**src/rtl/bdec_pkg.sv**
```systemverilog
package bdec_pkg;

  localparam int WORD_W = 32;
  localparam int CODE_W = 3;
  localparam int CODE_LSB = 17;
  localparam int NUM_CODES = 7;

  localparam logic [WORD_W-1:0] STORE_MASK = 32'hFFDEE001;
  localparam logic [WORD_W-1:0] BASE_MASK = 32'hFF800000;
  localparam logic [WORD_W-1:0] UNIT_BYTES = 32'h0040_0000;
  localparam logic [CODE_W-1:0] CODE_BAD = 3'd7;

  // Bank byte count for a size code; the invalid code yields zero.
  function automatic logic [WORD_W:0] code_bytes(input logic [CODE_W-1:0] code);
    if (code == CODE_BAD) return '0;
    return {1'b0, UNIT_BYTES} << code;
  endfunction

  // Extract fields of a stored bank word.
  function automatic logic [WORD_W-1:0] word_base(input logic [WORD_W-1:0] w);
    return w & BASE_MASK;
  endfunction

  function automatic logic [CODE_W-1:0] word_code(input logic [WORD_W-1:0] w);
    return w[CODE_LSB +: CODE_W];
  endfunction

  // Build the word loaded from a preset base and byte size.
  function automatic logic [WORD_W-1:0] preset_word(input logic [WORD_W-1:0] base,
                                                    input logic [WORD_W-1:0] bytes);
    logic [WORD_W-1:0] w;
    w = '0;
    for (int c = 0; c < NUM_CODES; c++) begin
      if (bytes == (UNIT_BYTES << c)) begin
        w = (base & BASE_MASK) | (WORD_W'(c) << CODE_LSB) | 32'h1;
      end
    end
    return w;
  endfunction

endpackage

```
**src/rtl/bdec_bank_reg.sv**
```systemverilog
module bdec_bank_reg #(
  parameter logic [31:0] PRE_BASE = 32'h0,
  parameter logic [31:0] PRE_BYTES = 32'h0
) (
  input  logic        clk,
  input  logic        rst_n,
  input  logic        preset_load,
  input  logic        wr_sel,
  input  logic [31:0] wr_data,
  output logic [31:0] word_q
);
  import bdec_pkg::*;

  localparam logic [WORD_W-1:0] PRE_WORD = preset_word(PRE_BASE, PRE_BYTES);

  // Preset load outranks a same-cycle write.
  always_ff @(posedge clk) begin
    if (!rst_n) begin
      word_q <= '0;
    end else if (preset_load) begin
      word_q <= PRE_WORD;
    end else if (wr_sel) begin
      word_q <= wr_data & STORE_MASK;
    end
  end

endmodule

```
**src/rtl/bdec_bank_match.sv**
```systemverilog
module bdec_bank_match (
  input  logic        glb_en,
  input  logic [31:0] word,
  input  logic [31:0] addr,
  output logic        match,
  output logic [31:0] offset
);
  import bdec_pkg::*;

  logic [WORD_W-1:0] base;
  logic [CODE_W-1:0] code;
  logic [WORD_W:0]   span;
  logic              unused_bits;

  assign base = word_base(word);
  assign code = word_code(word);
  assign span = code_bytes(code);
  assign unused_bits = ^{word[22:20], word[16:1]};

  // Offset formed in full width; the compare against the span cannot wrap.
  assign offset = addr - base;

  always_comb begin
    match = glb_en && word[0] && (code != CODE_BAD) &&
            (addr >= base) && ({1'b0, offset} < span);
  end

endmodule

```
**src/rtl/bdec_prio_sel.sv**
```systemverilog
module bdec_prio_sel #(
  parameter int NUM_BANKS = 4,
  localparam int IDX_W = (NUM_BANKS > 1) ? $clog2(NUM_BANKS) : 1
) (
  input  logic [NUM_BANKS-1:0]       match,
  input  logic [NUM_BANKS-1:0][31:0] offsets,
  output logic                       hit,
  output logic [IDX_W-1:0]           idx,
  output logic [31:0]                offset
);

  // Scan from the top so the lowest matching index is the last assignment.
  always_comb begin
    hit = 1'b0;
    idx = '0;
    offset = '0;
    for (int i = NUM_BANKS - 1; i >= 0; i--) begin
      if (match[i]) begin
        hit = 1'b1;
        idx = IDX_W'(i);
        offset = offsets[i];
      end
    end
  end

endmodule

```
**src/rtl/bank_addr_decoder.sv**
```systemverilog
module bank_addr_decoder #(
  parameter int NUM_BANKS = 4,
  parameter logic [NUM_BANKS-1:0][31:0] PRE_BASES = {32'h0C000000, 32'h08000000,
                                                    32'h04000000, 32'h00000000},
  parameter logic [NUM_BANKS-1:0][31:0] PRE_SIZES = {32'h04000000, 32'h04000000,
                                                    32'h04000000, 32'h04000000},
  localparam int IDX_W = (NUM_BANKS > 1) ? $clog2(NUM_BANKS) : 1
) (
  input  logic             clk,
  input  logic             rst_n,
  input  logic             glb_en,
  input  logic             wr_en,
  input  logic [IDX_W-1:0] wr_idx,
  input  logic [31:0]      wr_data,
  input  logic [IDX_W-1:0] rd_idx,
  output logic [31:0]      rd_data,
  input  logic [31:0]      lookup_addr,
  output logic             hit,
  output logic [IDX_W-1:0] hit_bank,
  output logic [31:0]      hit_offset
);

  logic                       glb_en_q;
  logic                       preset_load;
  logic [NUM_BANKS-1:0][31:0] bank_flat;
  logic [NUM_BANKS-1:0][31:0] bank_off;
  logic [NUM_BANKS-1:0]       bank_match;

  always_ff @(posedge clk) begin
    if (!rst_n) glb_en_q <= 1'b0;
    else        glb_en_q <= glb_en;
  end

  // Rising global enable: reload every bank from its preset.
  assign preset_load = glb_en & ~glb_en_q;

  for (genvar g = 0; g < NUM_BANKS; g++) begin : g_bank
    bdec_bank_reg #(
      .PRE_BASE (PRE_BASES[g]),
      .PRE_BYTES(PRE_SIZES[g])
    ) u_reg (
      .clk        (clk),
      .rst_n      (rst_n),
      .preset_load(preset_load),
      .wr_sel     (wr_en && (wr_idx == IDX_W'(g))),
      .wr_data    (wr_data),
      .word_q     (bank_flat[g])
    );

    bdec_bank_match u_match (
      .glb_en(glb_en),
      .word  (bank_flat[g]),
      .addr  (lookup_addr),
      .match (bank_match[g]),
      .offset(bank_off[g])
    );
  end

  bdec_prio_sel #(.NUM_BANKS(NUM_BANKS)) u_sel (
    .match  (bank_match),
    .offsets(bank_off),
    .hit    (hit),
    .idx    (hit_bank),
    .offset (hit_offset)
  );

  assign rd_data = bank_flat[rd_idx];

endmodule

```
**config.mk**
```make
export PLATFORM = sky130hd
export DESIGN_NAME = bank_addr_decoder
export DESIGN_NICKNAME = d
export VERILOG_FILES = /design/src/rtl/bdec_pkg.sv /design/src/rtl/bdec_bank_reg.sv /design/src/rtl/bdec_bank_match.sv /design/src/rtl/bdec_prio_sel.sv /design/src/rtl/bank_addr_decoder.sv
export SDC_FILE = /design/constraint.sdc
export NUM_CORES = 1
export LEC_CHECK = 0
export CORE_ASPECT_RATIO = 1.1
export CORE_MARGIN = 2
export CORE_UTILIZATION = 35
export DETAILED_ROUTE_END_ITERATION = 8
export DONT_BUFFER_PORTS = 1
export PLACE_DENSITY = 0.46
export SYNTH_ARGS = -nofsm -noshare
export SYNTH_HDL_FRONTEND = slang
export SYNTH_HIERARCHICAL = 1
export SYNTH_SLANG_ARGS = --single-unit
```
**constraint.sdc**
```tcl
create_clock -name clk -period 9.2 [get_ports clk]
set_clock_uncertainty 0.05 [all_clocks]
set_input_delay 0 -clock clk [delete_from_list [all_inputs] [get_ports clk]]
set_output_delay 0 -clock clk [all_outputs]
set_load 0.02 [all_outputs]
```
* Word level (Yosys, flattened, before mapping)
Cells that the tools add are included.
Storage, ports and cells: bits in registers 73, bits of input ports 72, output and inout port bits 67
Cells by class: add/sub/neg operators 4, order comparisons 9, eq/ne operators 11, shift operators 4, muxes and demuxes 34, bitwise logic cells 3, reductions and logical operators 26
Operator list (number):
- $mux W33 | 8
- $mux W32 | 5
- $lt A32 B33 Y1 | 4
- $shl A23 B3 Y33 const A | 4
- $ge A32 B32 Y1 | 4
- $sub A32 B32 Y32 | 4
- $mux W28 | 4
- $bmux W32 S2 | 1
- $mux W27 | 2
- $mux W20 | 2
- $logic_and A1 B1 Y1 | 20
- $eq A3 B3 Y1 const B | 4
- $ne A3 B3 Y1 const B | 4
- $mux W1 | 8
- $mux W2 | 4
- $reduce_bool A2 Y1 | 4
- $eq A2 B2 Y1 const B | 2
- $lt A2 B3 Y1 const B | 1
- $eq A2 B1 Y1 const B | 1
- $logic_not A2 Y1 | 1
- $not A1 Y1 | 2
- $reduce_or A2 Y1 | 1
- $and A1 B1 Y1 | 1

* Depth between registers and ports, before layout
depth in word-level cells 9, gate-level depth with buffers 18, gate-level depth less buffers 15

* Hierarchy
Netlist, hierarchy kept.
By module, submodules not included:
- bdec_bank_match (g_bank[0].u_match ...) | instances 3, cells an instance 101, area each 780.7 sq um
- bdec_bank_reg (g_bank[1].u_reg ...) | instances 2, cells an instance 73, area each 777.0 sq um
- bdec_prio_sel | instances 1, cells an instance 123, area each 1064.8 sq um
- bank_addr_decoder | instances 1, cells an instance 46, area each 878.3 sq um
- bdec_bank_reg (g_bank[3].u_reg) | instances 1, cells an instance 73, area each 785.8 sq um
- bdec_bank_match (g_bank[3].u_match) | instances 1, cells an instance 101, area each 784.5 sq um
- bdec_bank_reg (g_bank[0].u_reg) | instances 1, cells an instance 74, area each 773.2 sq um

* Worst setup path before layout
No wires, ideal clock.
path kind register to output, start register g_bank[0].u_reg.word_q[23], end output hit_offset[0], data arrival time 3.348 ns, setup slack 5.802 ns, stages on the path, launching flop included 16, buffers on the path 1, cells stage by stage dfxtp_1 -> ha_1 -> inv_1 -> fa_1 -> a21o_2 -> a21oi_1 -> xnor2_1 -> ha_1 -> a21oi_1 -> o221ai_1 -> a311o_1 -> nor4_2 -> nand2b_2 -> buf_4 -> o22ai_1 -> a21oi_1
RTL lines:
- from (decl) | line bdec_bank_reg.sv:10 | output logic [31:0] word_q
- from (signal assigned) | line bdec_bank_reg.sv:23 | word_q <= wr_data & STORE_MASK;
- to (decl) | line bank_addr_decoder.sv:20 | output logic [31:0] hit_offset

==> flow_metrics.tcl <==
set metrics [dict create \
    h-tree-depth 3 \
    p_leak_nw 2.76 \
    grt_pass1_vias 5745 \
    endpoint_kind "output port" \
    syn_area_sq_um 8180 \
    slew_headroom_pct 23.3 \
    period_share_pct 55.3 \
    place_area_sq_um 7360 \
    synth_edf_count 0 \
    status "finished clean" \
    dieWidth_um 150 \
    fp.coreArea_sq_um 22900 \
    cts_hold_buffers 21 \
    path_max_fanout 32 \
    setup_viol 0 \
    root_buffer "clkbuf_16" \
    grt-ovfl-total 0 \
    peakVddDrop_mv 0.0894 \
    dr.first_iter.drc_count 189 \
    final_layout_size_suffix_gt1_share_pct 18.8 \
    nNetsFinal 912 \
    crit_type "flop to output port" \
    drv_slew 0 \
    synth_area_per_cell_sq_um 9.45 \
    postLayoutCellArea_sq_um 7870 \
    ctsLongestPathBuffers 2 \
    grt_pass1_wl_mm 32.8 \
    hp-class "primary input to flop" \
    cts_made_buffers 9 \
    drt-total-wl_mm 20.9 \
    initial_core_util_pct 35.7 \
    power_uw 952 \
    avgRoutedWirePerCell_um 19.4 \
    ys_types 59 \
    cts.sinks 73 \
    final_common_cell "nor2_1" \
    place.detailed.hpwl_mm 16.2 \
    grt_max_degree 36 \
    period_minus_slack_ns 5.09 \
    rsz0062_at_grt "no" \
    post_cts_buffers 0 \
    fin_setup_tns_ns 0 \
    ys_seq_elements 73 \
    max_cap_violations 0 \
    cts_resized 0 \
    drc 0 \
    synthArstFlopShare_pct 0 \
    via_per_inst 5.18 \
    drtAntennaViolNets 0 \
    synth-main-ff-cell "dfxtp_1" \
    dieHeight_um 164 \
    insertion_delay_ns 0.34 \
    area_growth_pct -3.78 \
    die_area_sq_um 24600 \
    place.gp.congestion 0.783 \
    power_density_nw_per_um2 121 \
    clk_pin_slew_worst_paths_ns 0.06 \
    slowest_stage "nor2b_4" \
    io_pins 139 \
    routed-via-count 5581 \
    hold_viol_final 0 \
    most-common-layout-cells "78 x nor2_1, 73 x dfxtp_1, 64 x ha_1" \
    required_ns 9.15 \
    cts_tree "done" \
    dr.pass1.iters 5 \
    grt_use_total_pct 17.3 \
    portBuffers 0 \
    diodes 0 \
    ys_seq_area_share_pct 17.9 \
    cp-start-kind "flop" \
    tightest_slew_ns 1.15 \
    slowest_delay_ns 1.02 \
    yosys_warnings 6 \
    synth_cells 866 \
    antenna_found_initial 0 \
    max_freq_mhz 196 \
    arrival_ns 5.04 \
    crit_chain "ha_1, inv_1, fa_1, a21o_2, a21oi_1, xnor2_1, ha_1, a21o_1, a211o_1, nor4_2, nor2b_4, a22oi_1, a21oi_1" \
    rows 58 \
]
per-layer routing:
layer	wire length (um)	vias to the layer above	track usage [%]
li1	-	2784	-
met1	9380	2673	21.4
met2	10300	114	31.4
met3	1020	10	2.83
met4	181	0	3.69
met5	0	-	0
per-stage QoR:
stage               worst slack [ns]  utilization [%]  cells  hold slack [ns]
floorplan                       5.80                -    918           0.0675
global placement                4.54             32.1   1040           0.0718
detailed placement              4.48             32.1   1040           0.0734
CTS                             4.09             34.3   1077            0.113
global route                    3.79             34.3   1077            0.152
finish                          4.11             34.3   1077            0.123
layout make-up:
cell class	count	area, sq um
fillers	2471	15100
inverters	52	195
multi-input cells	608	5280
clock buffers	10	239
flip-flops and latches	73	1460
well taps	300	375
repair buffers	28	263
clock inverters	6	65.1
flip-flops by register name, summed over array words and instances (netlist names):
signal               count
glb_en_q                 1
g_bank.u_reg/word_q     72
cells in the mapped netlist, types with 12 or more instances:
master	number	area share [%]
o21a_1	12	1.1
a21oi_2	29	3.1
a21oi_1	29	1.8
mux2i_1	60	7.3
nand3b_1	13	1.2
o21ai_0	12	0.73
mux4_2	30	8.3
buf_4	152	14
a22oi_2	29	4.4
mux2_4	12	2.2
o211ai_1	12	1.1
buf_2	15	0.92
nor2_1	78	3.6
ha_1	64	9.8
o22ai_1	32	2.4
inv_1	52	2.4
nand2b_1	12	0.92
dfxtp_1	73	18
where the power goes:
group | total (mW) | leakage [nW] | switching, mW | internal (mW)
sequential | 0.338 | 0.594 | 0.0122 | 0.326
combinational | 0.252 | 2.02 | 0.142 | 0.110
clock | 0.362 | 0.149 | 0.144 | 0.218
total | 0.952 | 2.76 | 0.299 | 0.654
path summary, 6_finish.rpt:
check / from / end / slack [ns] / cells after the start
max: g_bank[3].u_reg/word_q[23]$_SDFFE_PP0P_ / hit_offset[31] / 4.11 / 13
max reg2reg: glb_en_q$_SDFF_PN0_ / g_bank[0].u_reg/word_q[22]$_SDFFE_PP0P_ / 7.44 / 4
min: glb_en / g_bank[3].u_reg/word_q[0]$_SDFFE_PN0P_ / 0.12 / 3
min reg2reg: g_bank[2].u_reg/word_q[15]$_SDFFE_PP0P_ / g_bank[2].u_reg/word_q[15]$_SDFFE_PP0P_ / 0.44 / 2
critical path, delay by kind of cell (launching register included):
kind | cells | cell delay, ns
AOI/OAI and AO/OA | 6 | 1.78
xor gates and xnor gates | 1 | 0.20
adders and majority gates | 3 | 0.93
buffers and inverters | 1 | 0.06
DFF | 1 | 0.35
and+or+nand+nor | 2 | 1.38
kinds of logic after synthesis:
group           after synthesis  share of synthesized area (%)
fa+ha+maj                    68                           10.8
flops                        73                           17.9
simple gates                144                           9.24
xor+xnor                     20                           2.14
mux                         104                           18.4
other cells                   4                          0.183
compound gates              216                           21.1
buf+inv                     237                           20.3
Note: power is estimated with default switching activity, not from simulation.
